<file path="src/rtl/spim_pkg.sv">
package spim_pkg;
  typedef enum logic [1:0] {
    ST_IDLE = 2'd0,
    ST_LOW  = 2'd1,
    ST_HIGH = 2'd2,
    ST_GAP  = 2'd3
  } spim_state_e;
endpackage

</file>
<file path="src/rtl/spim_phase.sv">
module spim_phase #(
  parameter int DIV_W = 8
) (
  input  logic             clk,
  input  logic             rst,
  input  logic             run,
  input  logic [DIV_W-1:0] cfg_div,
  output logic             phase_end
);
  logic [DIV_W-1:0] lim;
  logic [DIV_W-1:0] cnt;

  assign lim       = (cfg_div == '0) ? DIV_W'(1) : cfg_div;
  assign phase_end = run && (cnt == lim);

  always_ff @(posedge clk) begin
    if (rst || !run)    cnt <= '0;
    else if (phase_end) cnt <= '0;
    else                cnt <= cnt + 1'b1;
  end


  min_phase_chk: assert property (@(posedge clk) disable iff (rst)
    $rose(run) |-> !phase_end);
endmodule

</file>
<file path="src/rtl/spim_csel.sv">
module spim_csel (
  input  logic       clk,
  input  logic       rst,
  input  logic       open,
  input  logic       close,
  input  logic [1:0] dev,
  input  logic       pol_high,
  output logic       act,
  output logic [1:0] cs_n
);
  logic line_r;
  logic hi_r;

  always_ff @(posedge clk) begin
    if (rst) begin
      act    <= 1'b0;
      line_r <= 1'b0;
      hi_r   <= 1'b0;
    end else if (open) begin
      act    <= 1'b1;
      line_r <= (dev == 2'd2);
      hi_r   <= pol_high;
    end else if (close) begin
      act    <= 1'b0;
    end
  end

  always_comb begin
    cs_n = 2'b11;
    if (act && !hi_r) cs_n[line_r] = 1'b0;
  end


  close_release_chk: assert property (@(posedge clk) disable iff (rst)
    close |=> (cs_n == 2'b11));
endmodule

</file>
<file path="src/rtl/spi_dual_master.sv">
module spi_dual_master
  import spim_pkg::*;
#(
  parameter int DIV_W   = 8,
  parameter int GAP_CYC = 4,
  parameter int CNT_W   = 8
) (
  input  logic             clk,
  input  logic             rst,
  input  logic [DIV_W-1:0] cfg_div,
  input  logic [1:0]       cfg_dev,
  input  logic             cfg_cs_high,
  input  logic             cfg_fast,
  input  logic             cfg_verify,
  input  logic             tx_valid,
  output logic             tx_ready,
  input  logic [7:0]       tx_data,
  input  logic             tx_last,
  output logic             rx_valid,
  output logic [7:0]       rx_data,
  output logic             vfy_err,
  output logic [CNT_W-1:0] vfy_count,
  output logic             busy,
  output logic             sck,
  output logic             mosi,
  output logic             mosi2,
  input  logic             miso,
  output logic [1:0]       cs_n
);
  localparam int GW = $clog2(GAP_CYC + 1);

  spim_state_e state;
  logic [7:0]  sh, rxs, exp_r;
  logic [3:0]  bcnt;
  logic        last_r, fast_r, vfy_r;
  logic [GW-1:0] gcnt;
  logic        run, phase_end, accept, done, mism, cs_act, open, close;

  assign run      = (state == ST_LOW) || (state == ST_HIGH);
  assign tx_ready = (state == ST_IDLE);
  assign busy     = !tx_ready;
  assign accept   = tx_valid && tx_ready;
  assign open     = accept && !cs_act;
  assign done     = (state == ST_HIGH) && phase_end && (bcnt == 4'd1);
  assign mism     = done && vfy_r && (rxs != exp_r);
  assign close    = done && (last_r || mism);

  assign sck     = (state == ST_HIGH);
  assign mosi    = run && sh[7];
  assign mosi2   = run && fast_r && sh[6];
  assign rx_data = rxs;

  spim_phase #(.DIV_W(DIV_W)) u_phase (
    .clk(clk), .rst(rst), .run(run), .cfg_div(cfg_div), .phase_end(phase_end)
  );

  spim_csel u_csel (
    .clk(clk), .rst(rst), .open(open), .close(close), .dev(cfg_dev),
    .pol_high(cfg_cs_high), .act(cs_act), .cs_n(cs_n)
  );

  always_ff @(posedge clk) begin
    if (rst) begin
      state     <= ST_IDLE;
      sh        <= '0;
      rxs       <= '0;
      exp_r     <= '0;
      bcnt      <= '0;
      last_r    <= 1'b0;
      fast_r    <= 1'b0;
      vfy_r     <= 1'b0;
      gcnt      <= '0;
      rx_valid  <= 1'b0;
      vfy_err   <= 1'b0;
      vfy_count <= '0;
    end else begin
      rx_valid <= 1'b0;
      vfy_err  <= 1'b0;
      if (open) vfy_count <= '0;
      unique case (state)
        ST_IDLE: if (accept) begin
          sh     <= cfg_verify ? 8'h00 : tx_data;
          exp_r  <= tx_data;
          rxs    <= '0;
          fast_r <= cfg_fast && !cfg_verify;
          vfy_r  <= cfg_verify;
          last_r <= tx_last;
          bcnt   <= (cfg_fast && !cfg_verify) ? 4'd4 : 4'd8;
          state  <= ST_LOW;
        end
        ST_LOW: if (phase_end) begin
          rxs   <= {rxs[6:0], miso};
          state <= ST_HIGH;
        end
        ST_HIGH: if (phase_end) begin
          sh   <= fast_r ? {sh[5:0], 2'b00} : {sh[6:0], 1'b0};
          bcnt <= bcnt - 1'b1;
          if (bcnt == 4'd1) begin
            rx_valid <= 1'b1;
            vfy_err  <= mism;
            if (vfy_r && !mism) vfy_count <= vfy_count + 1'b1;
            gcnt  <= '0;
            state <= close ? ST_GAP : ST_IDLE;
          end else begin
            state <= ST_LOW;
          end
        end
        ST_GAP: begin
          gcnt <= gcnt + 1'b1;
          if (gcnt == GW'(GAP_CYC - 1)) state <= ST_IDLE;
        end
        default: state <= ST_IDLE;
      endcase
    end
  end


  mosi_hold_high_chk: assert property (@(posedge clk) disable iff (rst)
    (sck && $past(sck)) |-> $stable(mosi) && $stable(mosi2));

  done_pulse_chk: assert property (@(posedge clk) disable iff (rst)
    rx_valid |=> !rx_valid);

  err_with_done_chk: assert property (@(posedge clk) disable iff (rst)
    vfy_err |-> rx_valid);

  gap_block_chk: assert property (@(posedge clk) disable iff (rst)
    $fell(cs_act) |-> !tx_ready);

  idle_low_chk: assert property (@(posedge clk) disable iff (rst)
    tx_ready |-> !sck && !mosi && !mosi2);
endmodule

</file>
<file path="config.mk">
export PLATFORM = sky130hd
export DESIGN_NAME = spi_dual_master
export DESIGN_NICKNAME = d
export VERILOG_FILES = /design/src/rtl/spim_pkg.sv /design/src/rtl/spim_phase.sv /design/src/rtl/spim_csel.sv /design/src/rtl/spi_dual_master.sv
export SDC_FILE = /design/constraint.sdc
export NUM_CORES = 1
export LEC_CHECK = 0
export BUFFER_PORTS_ARGS = -buffer_cell sky130_fd_sc_hd__buf_2
export CAP_MARGIN = 10
export CORE_MARGIN = 4
export CORE_UTILIZATION = 35
export CTS_BUF_LIST = sky130_fd_sc_hd__clkbuf_16
export CTS_CLUSTER_DIAMETER = 50
export DETAILED_ROUTE_END_ITERATION = 12
export SETUP_SLACK_MARGIN = 0.02
export SLEW_MARGIN = 20
export SYNTH_ARGS = -nofsm -noshare
export SYNTH_HDL_FRONTEND = slang
export SYNTH_HIERARCHICAL = 1
export SYNTH_SLANG_ARGS = --single-unit
</file>
<file path="constraint.sdc">
create_clock -name clk -period 2.5 [get_ports clk]
set_input_delay 0.5 -clock clk [delete_from_list [all_inputs] [get_ports clk]]
set_output_delay 0.5 -clock clk [all_outputs]
set_load 0.005 [all_outputs]
</file>
==> results of run 1 <==
-- report_power, final --
group	total (uW)	switching, uW	internal [uW]
logic	984	598	386
registers	1140	104	1040
clock network	1300	426	870
-- per-stage QoR --
| stage | total power, uW | setup slack (ns) |
|---|---|---|
| 3_3_place_gp | 2120 | 0.0553 |
| 6_report | 3420 | 0.180 |
| 4_1_cts | 3450 | 0.144 |
| 3_5_place_dp | 2140 | -0.0145 |
| 5_1_grt | 3620 | 0.0616 |
| 2_1_floorplan | 1820 | 0.107 |
-- synthesized netlist by cell type, types with 3 or more instances --
master    instances  area share
xnor2_1          19       0.054
a31oi_1           3      0.0061
and3_1            5       0.010
mux2_2            7       0.026
a211oi_1         16       0.039
clkbuf_1         16       0.020
nand3_1          17       0.028
nor2b_1           4      0.0082
ha_1             11       0.045
dfxtp_1          57        0.37
nand2b_1          7       0.014
nor3_1            7       0.011
nand4_1           5       0.010
a21oi_1          36       0.059
inv_1            14       0.017
nor2_1           27       0.033
o21ai_0           7       0.011
nor3b_1           8       0.020
nand2_1          46       0.057
nand3b_1          5       0.012
and2_1            3      0.0061
o22ai_1           3      0.0061
-- layout by cell type, fill, tap and decap left out, types with 3 or more instances in the layout --
cell	synthesis	final
nand4_1	5	5
buf_4	1	13
buf_2	0	50
mux2_2	7	7
a31oi_1	3	3
a211oi_1	16	16
o21ai_0	7	7
inv_1	14	14
nor2_1	27	27
nand2_1	46	46
a21oi_1	36	36
and3_1	5	5
nand2b_1	7	7
clkbuf_16	0	9
ha_1	11	11
dfxtp_1	57	57
nor3b_1	8	8
xnor2_1	19	19
nor2b_1	4	3
o22ai_1	3	3
nand3b_1	5	5
nand3_1	17	17
nor3_1	7	7
-- sequential cells by signal, indices dropped and copies added, names as in the netlist --
register / flops
bcnt: 4
exp_r: 8
fast_r: 1
gcnt: 3
last_r: 1
rx_data: 8
rx_valid: 1
sh: 8
state: 2
u_csel/act: 1
u_csel/hi_r: 1
u_csel/line_r: 1
u_phase/cnt: 8
vfy_count: 8
vfy_err: 1
vfy_r: 1
-- path summary, 6_finish.rpt --
kind / to / depth (start not counted) / from / slack (ns)
max: bcnt[3] / 11 / state[1] / 0.18
min: u_csel/hi_r / 3 / cfg_cs_high / 0.42
max reg2reg: bcnt[3] / 11 / state[1] / 0.18
min reg2reg: exp_r[3] / 2 / exp_r[3] / 0.47
-- final cells by class --
class / count / area [um^2]
Clock buffer: 9 / 225
Clock inverter: 7 / 93.8
Fill cell: 819 / 4550
Inverter: 14 / 52.6
Multi-Input combinational cell: 275 / 1800
Sequential cell: 57 / 1140
Tap cell: 105 / 131
Timing Repair Buffer: 63 / 348
-- metal layers --
layer	vias to the layer above	wire, um	global-route usage
met5	-	0	0
met4	0	99	0.0521
met3	5	295	0.0365
met2	39	3430	0.232
met1	1288	3450	0.188
li1	1401	-	-
-- critical path, stage by stage, from the launching register on --
cell and delay (ns):
dfxtp_1 0.33, inv_1 0.09, ha_1 0.32, nand4_1 0.16, nor2_2 0.14, and2_4 0.17
buf_4 0.16, nand2_1 0.10, o22ai_1 0.36, o31ai_1 0.13, a21oi_1 0.16, a211oi_1 0.06
-- cells by family (layout without fill, tap and decap cells) --
logic type / count (synthesis) / count (layout)
muxes: 10 / 10
AOI/OAI and AO/OA: 84 / 84
xor gates and xnor gates: 22 / 22
DFF: 57 / 57
adders and majority gates: 11 / 11
and+or+nand+nor: 148 / 148
buffers and inverters: 31 / 93
==> metrics.md, run 1 <==
| Metric | Value |
|---|---|
| Post-synth EDFFs | 0 |
| Run status | completed |
| Worst-Skew Late Latency | 0.32 ns |
| Fin. Hold Viols | 0 |
| Critical path arrival | 2.50 ns |
| Worst Skew | 0.00727 ns |
| Critical Path Source Type | flip-flop |
| Max Slew Vio Count | 0 |
| Die area | 10,300 um^2 |
| Largest net degree at the start of global routing | 27 |
| Chip width | 101 um |
| # setup viols final | 0 |
| Fmax | 431 MHz |
| Post-layout nets | 457 |
| Core area | 8340 um^2 |
| Post-synthesis adder-cell area fraction | 0.0451 |
| Gpl congestion | 0.780 |
| Final antenna-violating net count | 0 |
| Seq/Total Area, Yosys | 0.374 |
| DRC viols | 0 |
| Layout cells sized above 1 | 0.252 |
| CP Capture Type | flip-flop |
| Max Buffers Root-to-Sink | 2 |
| First-pass GRT wire length | 12.0 mm |
| CTS tree | yes |
| Power per cell area | 903 nW/um^2 |
| Syn Area/Cell | 8.41 um^2 |
| Post-CTS Setup Bufs | 0 |
| Top FF cell, synth | dfxtp_1 |
| GR Overflow Total | 0 |
| Num rows | 33 |
| Largest family of logic cells by synthesized area | simple AND/OR/NAND/NOR gates |
| Synth async-reset ratio | 0 |
| Fraction of the mapped netlist area in compound gates | 0.179 |
| Final Util | 0.454 |
| Kind of critical path | reg2reg |
| Vias per inst | 5.16 |
| Setup_tns | 0 ns |
| Synthesized area | 3050 um^2 |
| Initial antenna violation count | 0 |
| CTS resizes | 0 |
| Clock root buffer | clkbuf_16 |
| CTS clk-pin slew, worst paths | 0.06 ns |
| Ports | 51 |
| Mux cell area share after synthesis | 0.0373 |
| Die height | 101 um |
| Data required time of the worst path | 2.68 ns |
| Unique masters post-synth | 55 |
| Final Cell Area | 3790 um^2 |
| Post-DP Area | 3470 um^2 |
| N_diodes | 0 |
| CTS buffer count | 9 |
| Tcrit/Tclk final | 0.928 |
| Synth Register Bits | 57 |
| Wire per inst | 13.7 um |
| Maximum VDD drop | 0.422 mV |
| Drt pass-1 iters | 4 |
| Worst-path fanout max | 10 |
| Post-Synth XOR/XNOR Area | 0.0655 |
| Mapped Cells | 363 |
| Starting Density | 0.366 |
| Final wirelength | 7.27 mm |
| Clk sinks | 57 |
| Max_cap viols | 0 |
| Vias in the first global route | 2,549 |
| Hold Buf Count CTS | 0 |
| P_leak | 0.00146 uW |
| PortBufs | 50 |
| Iter 0 DRT Violations | 88 |
| DP Cell Count | 514 |
| RSZ-0062 raised after global routing | no |
| Area grow syn2layout | 24.1% |
| Syn nets | 400 |
| Via Count | 2,733 |
| WHS | 0.419 ns |
| Hpwl dp | 5.40 mm |
| Finished Layout Cells | 530 |
| Worst min path class | in2reg |
| Synth warn | 6 |
| Total track usage | 0.145 |
| Worst-Margin Slew | 0.669 ns |
| Post-Synth Simple-Gate Area | 0.261 |
| Slew headroom | 0.552 |
| Crit path time final | 2.32 ns |
| CTS H-tree depth | 3 |
No activity file was read; power rests on OpenSTA's default activity.
==> run 2, diff against run 1 <==
--- a/config.mk
+++ b/config.mk
@@ -12,9 +12,9 @@
 export CTS_BUF_LIST = sky130_fd_sc_hd__clkbuf_16
 export CTS_CLUSTER_DIAMETER = 50
 export DETAILED_ROUTE_END_ITERATION = 12
+export GPL_ROUTABILITY_DRIVEN = 0
 export SETUP_SLACK_MARGIN = 0.02
 export SLEW_MARGIN = 20
 export SYNTH_ARGS = -nofsm -noshare
 export SYNTH_HDL_FRONTEND = slang
-export SYNTH_HIERARCHICAL = 1
 export SYNTH_SLANG_ARGS = --single-unit
==> metrics.md, run 2 <==
| Metric | Value |
|---|---|
| CP max stage delay | 0.54 ns (+0.18 ns) |
| Area taken by multi-input logic gates | 1670 um^2 (-7.3%) |
| Clk sinks | 57 (unchanged) |
| Tcrit/Tclk final | 0.925 (-0.00310) |
| Maximum VDD drop | 0.380 mV (-10%) |
| Finished Layout Cells | 517 (-2.5%) |
| # setup viols final | 0 (unchanged) |
| CTS resizes | 0 (unchanged) |
| Post-CTS Setup Bufs | 0 (unchanged) |
| CTS H-tree depth | 3 (unchanged) |
| Starting Density | 0.358 (-0.00837) |
| Layout cells sized above 1 | 0.238 (-0.0139) |
| Chip width | 99.4 um (-2.0%) |
| Drt pass-1 iters | 4 (unchanged) |
| Max Slew Vio Count | 0 (unchanged) |
| N_diodes | 0 (unchanged) |
| Via Count | 2,614 (-4.4%) |
| Syn nets | 382 (-4.5%) |
| Hold Buf Count CTS | 0 (unchanged) |
| DRC viols | 0 (unchanged) |
| Ports | 51 (unchanged) |
| Core area | 8180 um^2 (-2.0%) |
| Initial antenna violation count | 0 (unchanged) |
| Post-layout nets | 443 (-3.1%) |
| Clk pwr share | 0.355 (-0.024) |
| Die height | 99.4 um (-2.0%) |
| Clock root buffer | clkbuf_16 |
| Fmax | 432 MHz (+0.34%) |
| Kind of critical path | reg2reg |
| Slew headroom | 0.632 (+0.0803) |
| Vias in the first global route | 2,490 (-2.3%) |
| Hpwl dp | 5.25 mm (-2.9%) |
| Cell taking the most area after synthesis | dfxtp_1 |
| Max Buffers Root-to-Sink | 2 (unchanged) |
| Critical Path Source Type | flip-flop |
| Combinational power share | 0.284 (-0.003) |
| Slowest stage cell on the critical path | or4_4 |
| GR Overflow Total | 0 (unchanged) |
| Crit path time final | 2.31 ns (-0.00775 ns) |
| Iter 0 DRT Violations | 95 (+8.0%) |
| Post-synth EDFFs | 0 (unchanged) |
| Power per cell area | 836 nW/um^2 (-7.3%) |
| DP Cell Count | 501 (-2.5%) |
| Critical path arrival | 2.53 ns (+0.03 ns) |
| Setup_tns | 0 ns (unchanged) |
| Synthesized area | 2930 um^2 (-4.2%) |
| CTS tree | yes |
| Max_cap viols | 0 (unchanged) |
| Commonest cells post-synth | dfxtp_1, a21oi_1, nand2_1, nor2_1, xnor2_1 |
| P_int | 2040 uW (-11%) |
| Sw Share | 0.329 (-0.000925) |
| First-pass GRT wire length | 11.8 mm (-1.2%) |
| Worst min path class | in2reg |
| Largest net degree at the start of global routing | 44 (+63%) |
| Unique masters post-synth | 50 (-9.1%) |
| Run status | completed |
| Final antenna-violating net count | 0 (unchanged) |
| Data required time of the worst path | 2.72 ns (+0.04 ns) |
| Worst-Margin Slew | 0.548 ns (-0.121 ns) |
| Mapped Cells | 346 (-4.7%) |
| PortBufs | 50 (unchanged) |
| RSZ-0062 raised after global routing | no |
| Top-area cell type share of the netlist area | 0.390 (+0.0165) |
| Vias per inst | 5.06 (-1.9%) |
| CP Capture Type | flip-flop |
| Most frequent cells in the layout | dfxtp_1, buf_2, a21oi_1, nand2_1, nor2_1 |
| Final wirelength | 7.16 mm (-1.5%) |
| Top FF cell, synth | dfxtp_1 |
| Total track usage | 0.148 (+0.00367) |
| Synth area leaders | dfxtp_1, a21oi_1, xnor2_1 |
| Fin. Hold Viols | 0 (unchanged) |
| Num rows | 33 (unchanged) |
| WHS | 0.394 ns (-0.0254 ns) |
| CTS buffer count | 9 (unchanged) |
| Most numerous cell in the Yosys netlist | dfxtp_1 |
| Die area | 9880 um^2 (-3.9%) |
| Worst-path fanout max | 7 (-3) |
| P_leak | 0.00150 uW (+3.1%) |
| Area grow syn2layout | 24.1% (about the same) |
| Worst Skew | 0.00580 ns (-0.00146 ns) |
| Seq pwr share | 0.361 (+0.028) |
| Worst-path cell chain | inv_1 > ha_1 > nand3_1 > or3_4 > or4_4 > nor3b_4 > a21o_1 |
| Seq. cell area | 1140 um^2 (+0.11%) |
| Seq/Total Area, Yosys | 0.390 (+0.0165) |
| Worst-Skew Late Latency | 0.32 ns (about the same) |
| Wire per inst | 13.8 um (+0.96%) |
| Total Power | 3040 uW (-11%) |
| FILL cells | 829 (+1.2%) |
| Syn Area/Cell | 8.45 um^2 (+0.49%) |
| CTS clk-pin slew, worst paths | 0.05 ns (about the same) |
| Synth Register Bits | 57 (unchanged) |
| Psw | 999 uW (-11%) |
| Synth warn | 0 (-6) |
| Synth async-reset ratio | 0 (unchanged) |
| Most common library cell in the layout ignoring fill and taps | dfxtp_1 |
==> run 2: kinds of logic (layout without fill, tap and decap cells) <==
group | after synthesis | in the layout | share of synthesized area
flops | 57 | 57 | 0.390
simple gates | 121 | 121 | 0.220
mux | 10 | 10 | 0.0372
buf+inv | 30 | 96 | 0.0419
compound gates | 96 | 96 | 0.202
fa+ha+maj | 10 | 10 | 0.0428
xor+xnor | 22 | 22 | 0.0659
==> run 2: stage by stage <==
step	cell area, um^2	worst slack, ns	utilization
2_1_floorplan	2930	0.213	-
3_3_place_gp	3360	0.0817	0.411
6_report	3630	0.187	0.444
5_1_grt	3630	0.0690	0.444
4_1_cts	3620	0.0781	0.443
3_5_place_dp	3360	0.0536	0.411
==> run 2: worst paths after layout <==
check           start            to  slack (ns)  depth (start not counted)
min              miso    rx_data[0]        0.39                          2
max          state[0]  vfy_count[4]        0.19                          7
min reg2reg    last_r        last_r        0.46                          2
max reg2reg  state[0]  vfy_count[4]        0.19                          7
==> run 2: final cells by class <==
type | count | share of cell area
repair buffers | 67 | 0.104
flip-flops and latches | 57 | 0.315
clock inverters | 7 | 0.0107
clock buffers | 9 | 0.0620
well taps | 105 | 0.0362
inverters | 13 | 0.0134
multi-input cells | 259 | 0.459
==> run 2: power groups by stage <==
stage | logic (uW) | clock network (uW) | registers [uW]
2_1_floorplan | 577 | 0 | 1100
4_1_cts | 869 | 1100 | 1090
3_5_place_dp | 865 | 0 | 1110
5_1_grt | 965 | 1140 | 1110
6_report | 863 | 1080 | 1100
3_3_place_gp | 857 | 0 | 1110
==> run 2: routing by layer <==
metal | wire, um | global-route usage | share of wire | up-vias
li1 | - | - | - | 1355
met1 | 3410 | 0.192 | 0.48 | 1194
met2 | 3320 | 0.240 | 0.46 | 55
met3 | 324 | 0.0323 | 0.045 | 10
met4 | 106 | 0.0599 | 0.015 | 0
met5 | 0 | 0 | 0 | -
==> run 2: critical path: cells and delay by family, from the launching register on <==
| family | cells | cell delay [ns] |
|---|---|---|
| buffers and inverters | 1 | 0.08 |
| AO/OA/AOI/OAI | 1 | 0.20 |
| flip-flops | 1 | 0.34 |
| AND/OR/NAND/NOR | 4 | 1.27 |
| adder cells (fa/ha/maj) | 1 | 0.32 |
==> run 3, diff against run 2 <==
--- a/config.mk
+++ b/config.mk
@@ -7,12 +7,14 @@
 export LEC_CHECK = 0
 export BUFFER_PORTS_ARGS = -buffer_cell sky130_fd_sc_hd__buf_2
 export CAP_MARGIN = 10
+export CORE_ASPECT_RATIO = 1.75
 export CORE_MARGIN = 4
 export CORE_UTILIZATION = 35
 export CTS_BUF_LIST = sky130_fd_sc_hd__clkbuf_16
 export CTS_CLUSTER_DIAMETER = 50
 export DETAILED_ROUTE_END_ITERATION = 12
 export GPL_ROUTABILITY_DRIVEN = 0
+export PLACE_DENSITY_LB_ADDON = 0.25
 export SETUP_SLACK_MARGIN = 0.02
 export SLEW_MARGIN = 20
 export SYNTH_ARGS = -nofsm -noshare
==> metrics.md, run 3 (same netlist as run 2, synthesis figures left out) <==
| Metric | Value |
|---|---|
| Run status | completed |
| CTS buffer count | 9 (unchanged) |
| Met2 Use GR | 0.290 (+0.0502) |
| Hpwl dp | 5.46 mm (+4.0%) |
| Fmax | 422 MHz (-2.4%) |
| Final Util | 0.451 (+0.00693) |
| Clock root buffer | clkbuf_16 |
| PortBufs | 50 (unchanged) |
| Power per cell area | 865 nW/um^2 (+3.4%) |
| Hold Buf Count CTS | 0 (unchanged) |
| DRC viols | 0 (unchanged) |
| CP max stage delay | 0.54 ns (about the same) |
| Crit path time final | 2.37 ns (+0.0579 ns) |
| GR Layer Usage met1 | 0.159 (-0.0336) |
| First-pass GRT wire length | 12.1 mm (+2.2%) |
| Wire per inst | 14.6 um (+5.6%) |
| Most common library cell in the layout ignoring fill and taps | dfxtp_1 |
| CTS resizes | 1 (+1) |
| Final wirelength | 7.28 mm (+1.7%) |
| Die height | 129 um (+30%) |
| Layout cells sized above 1 | 0.228 (-0.00992) |
| Flop-to-flop setup slack | 0.13 ns (-0.06 ns) |
| Post-layout nets | 439 (-0.90%) |
| # setup viols final | 0 (unchanged) |
| Worst-Skew Late Latency | 0.33 ns (about the same) |
| Post-CTS Setup Bufs | 0 (unchanged) |
| Starting Density | 0.365 (+0.00709) |
| Worst-path cell chain | inv_1 > ha_4 > nand3_1 > or3_4 > or4_4 > nor3b_4 > a21o_1 |
| Total track usage | 0.156 (+0.00798) |
| Largest net degree at the start of global routing | 44 (unchanged) |
| Core area | 8020 um^2 (-1.9%) |
| Most frequent cells in the layout | dfxtp_1, buf_2, a21oi_1, nand2_1, nor2_1 |
| Num rows | 43 (+30%) |
| Chip width | 77.1 um (-22%) |
| Worst-path fanout max | 8 (+1) |
| Kind of critical path | reg2reg |
| Critical Path Source Type | flip-flop |
| CTS clk-pin slew, worst paths | 0.05 ns (about the same) |
| CTS H-tree depth | 3 (unchanged) |
| Buf/Inv on CP | 1 (unchanged) |
| CP Capture Type | flip-flop |
| Drt pass-1 iters | 4 (unchanged) |
| Worst-Margin Slew | 0.582 ns (+0.0343 ns) |
| Vias in the first global route | 2,582 (+3.7%) |
| Die area | 9940 um^2 (+0.59%) |
| Vias per inst | 5.30 (+4.7%) |
| Initial antenna violation count | 0 (unchanged) |
| GR Overflow Total | 0 (unchanged) |
| Via Count | 2,637 (+0.88%) |
| CTS tree | yes |
| Critical path arrival | 2.59 ns (+0.06 ns) |
| Fin. Hold Viols | 0 (unchanged) |
| Maximum VDD drop | 0.472 mV (+24%) |
| Cell family with most CP delay | simple AND/OR/NAND/NOR gates |
| Max Slew Vio Count | 0 (unchanged) |
| Slew headroom | 0.601 (-0.0315) |
| Worst min path class | in2reg |
| Max_cap viols | 0 (unchanged) |
| GRT busiest layer | met2 |
| Setup_tns | 0 ns (unchanged) |
| Tcrit/Tclk final | 0.948 (+0.0231) |
| Iter 0 DRT Violations | 101 (+6.3%) |
| Ports | 51 (unchanged) |
| Data required time of the worst path | 2.72 ns (about the same) |
| Final antenna-violating net count | 0 (unchanged) |
| P_leak | 0.00150 uW (-0.43%) |
| Clk sinks | 57 (unchanged) |
| Area grow syn2layout | 23.6% |
| Max Buffers Root-to-Sink | 2 (unchanged) |
| Worst Skew | 0.00393 ns (-0.00187 ns) |
| N_diodes | 0 (unchanged) |
| RSZ-0062 raised after global routing | no |
| Slowest stage cell on the critical path | or4_4 |
| Met3 usage | 0.0427 (+0.0105) |
## run 3: cell types whose count changed in the layout (fill, tap and decap cells not counted)
cell	previous run	this run
buf_4	17	13
bufinv_16	0	1
clkinv_1	0	2
clkinv_2	4	3
clkinv_4	0	1
clkinvlp_4	2	0
dfxtp_1	56	57
dfxtp_2	1	0
ha_1	10	9
ha_4	0	1
inv_1	14	13
## run 3: path summary, 6_finish.rpt
kind / startpoint / end / cells after the start
min reg2reg: exp_r[1] / exp_r[1] / 2
max reg2reg: state[1] / vfy_count[3] / 7
max: state[1] / vfy_count[3] / 7
min: miso / rx_data[0] / 2
## run 3: power by group
group	leakage (uW)	total [uW]	switching (uW)	internal (uW)
clock network	0.000144	1170	409	758
logic	0.000889	861	506	355
registers	0.000463	1100	79.4	1020
total	0.00150	3130	995	2130
## run 3: through the flow
stage / power (uW) / worst slack (ns) / instance area [um^2] / hold WS (ns) / instances
after global placement: 1940 / 0.0676 / 3310 / 0.450 / 482
after global routing: 3340 / 0.0204 / 3620 / 0.376 / 498
after CTS: 3140 / 0.0759 / 3600 / 0.374 / 498
after floorplan: 1680 / 0.213 / 2930 / 0.436 / 346
after detailed placement: 1960 / 0.0106 / 3310 / 0.455 / 482
final: 3130 / 0.130 / 3620 / 0.389 / 498
## run 3: per-layer routing
layer  up-vias  part of all wire  wire length [um]
met2        64              0.54              3950
met4         0             0.018               134
met5         -                 0                 0
met1      1215              0.38              2760
li1       1350                 -                 -
met3         8             0.059               427
## run 3: final cells by class
cell class,instances,area [um^2]
fill,796,4400
clock inverter,7,61.3
clock buffer,9,225
sequential,57,1140
inverter,13,48.8
timing repair buffer,63,348
multi-input combinational,259,1680
tap,90,113
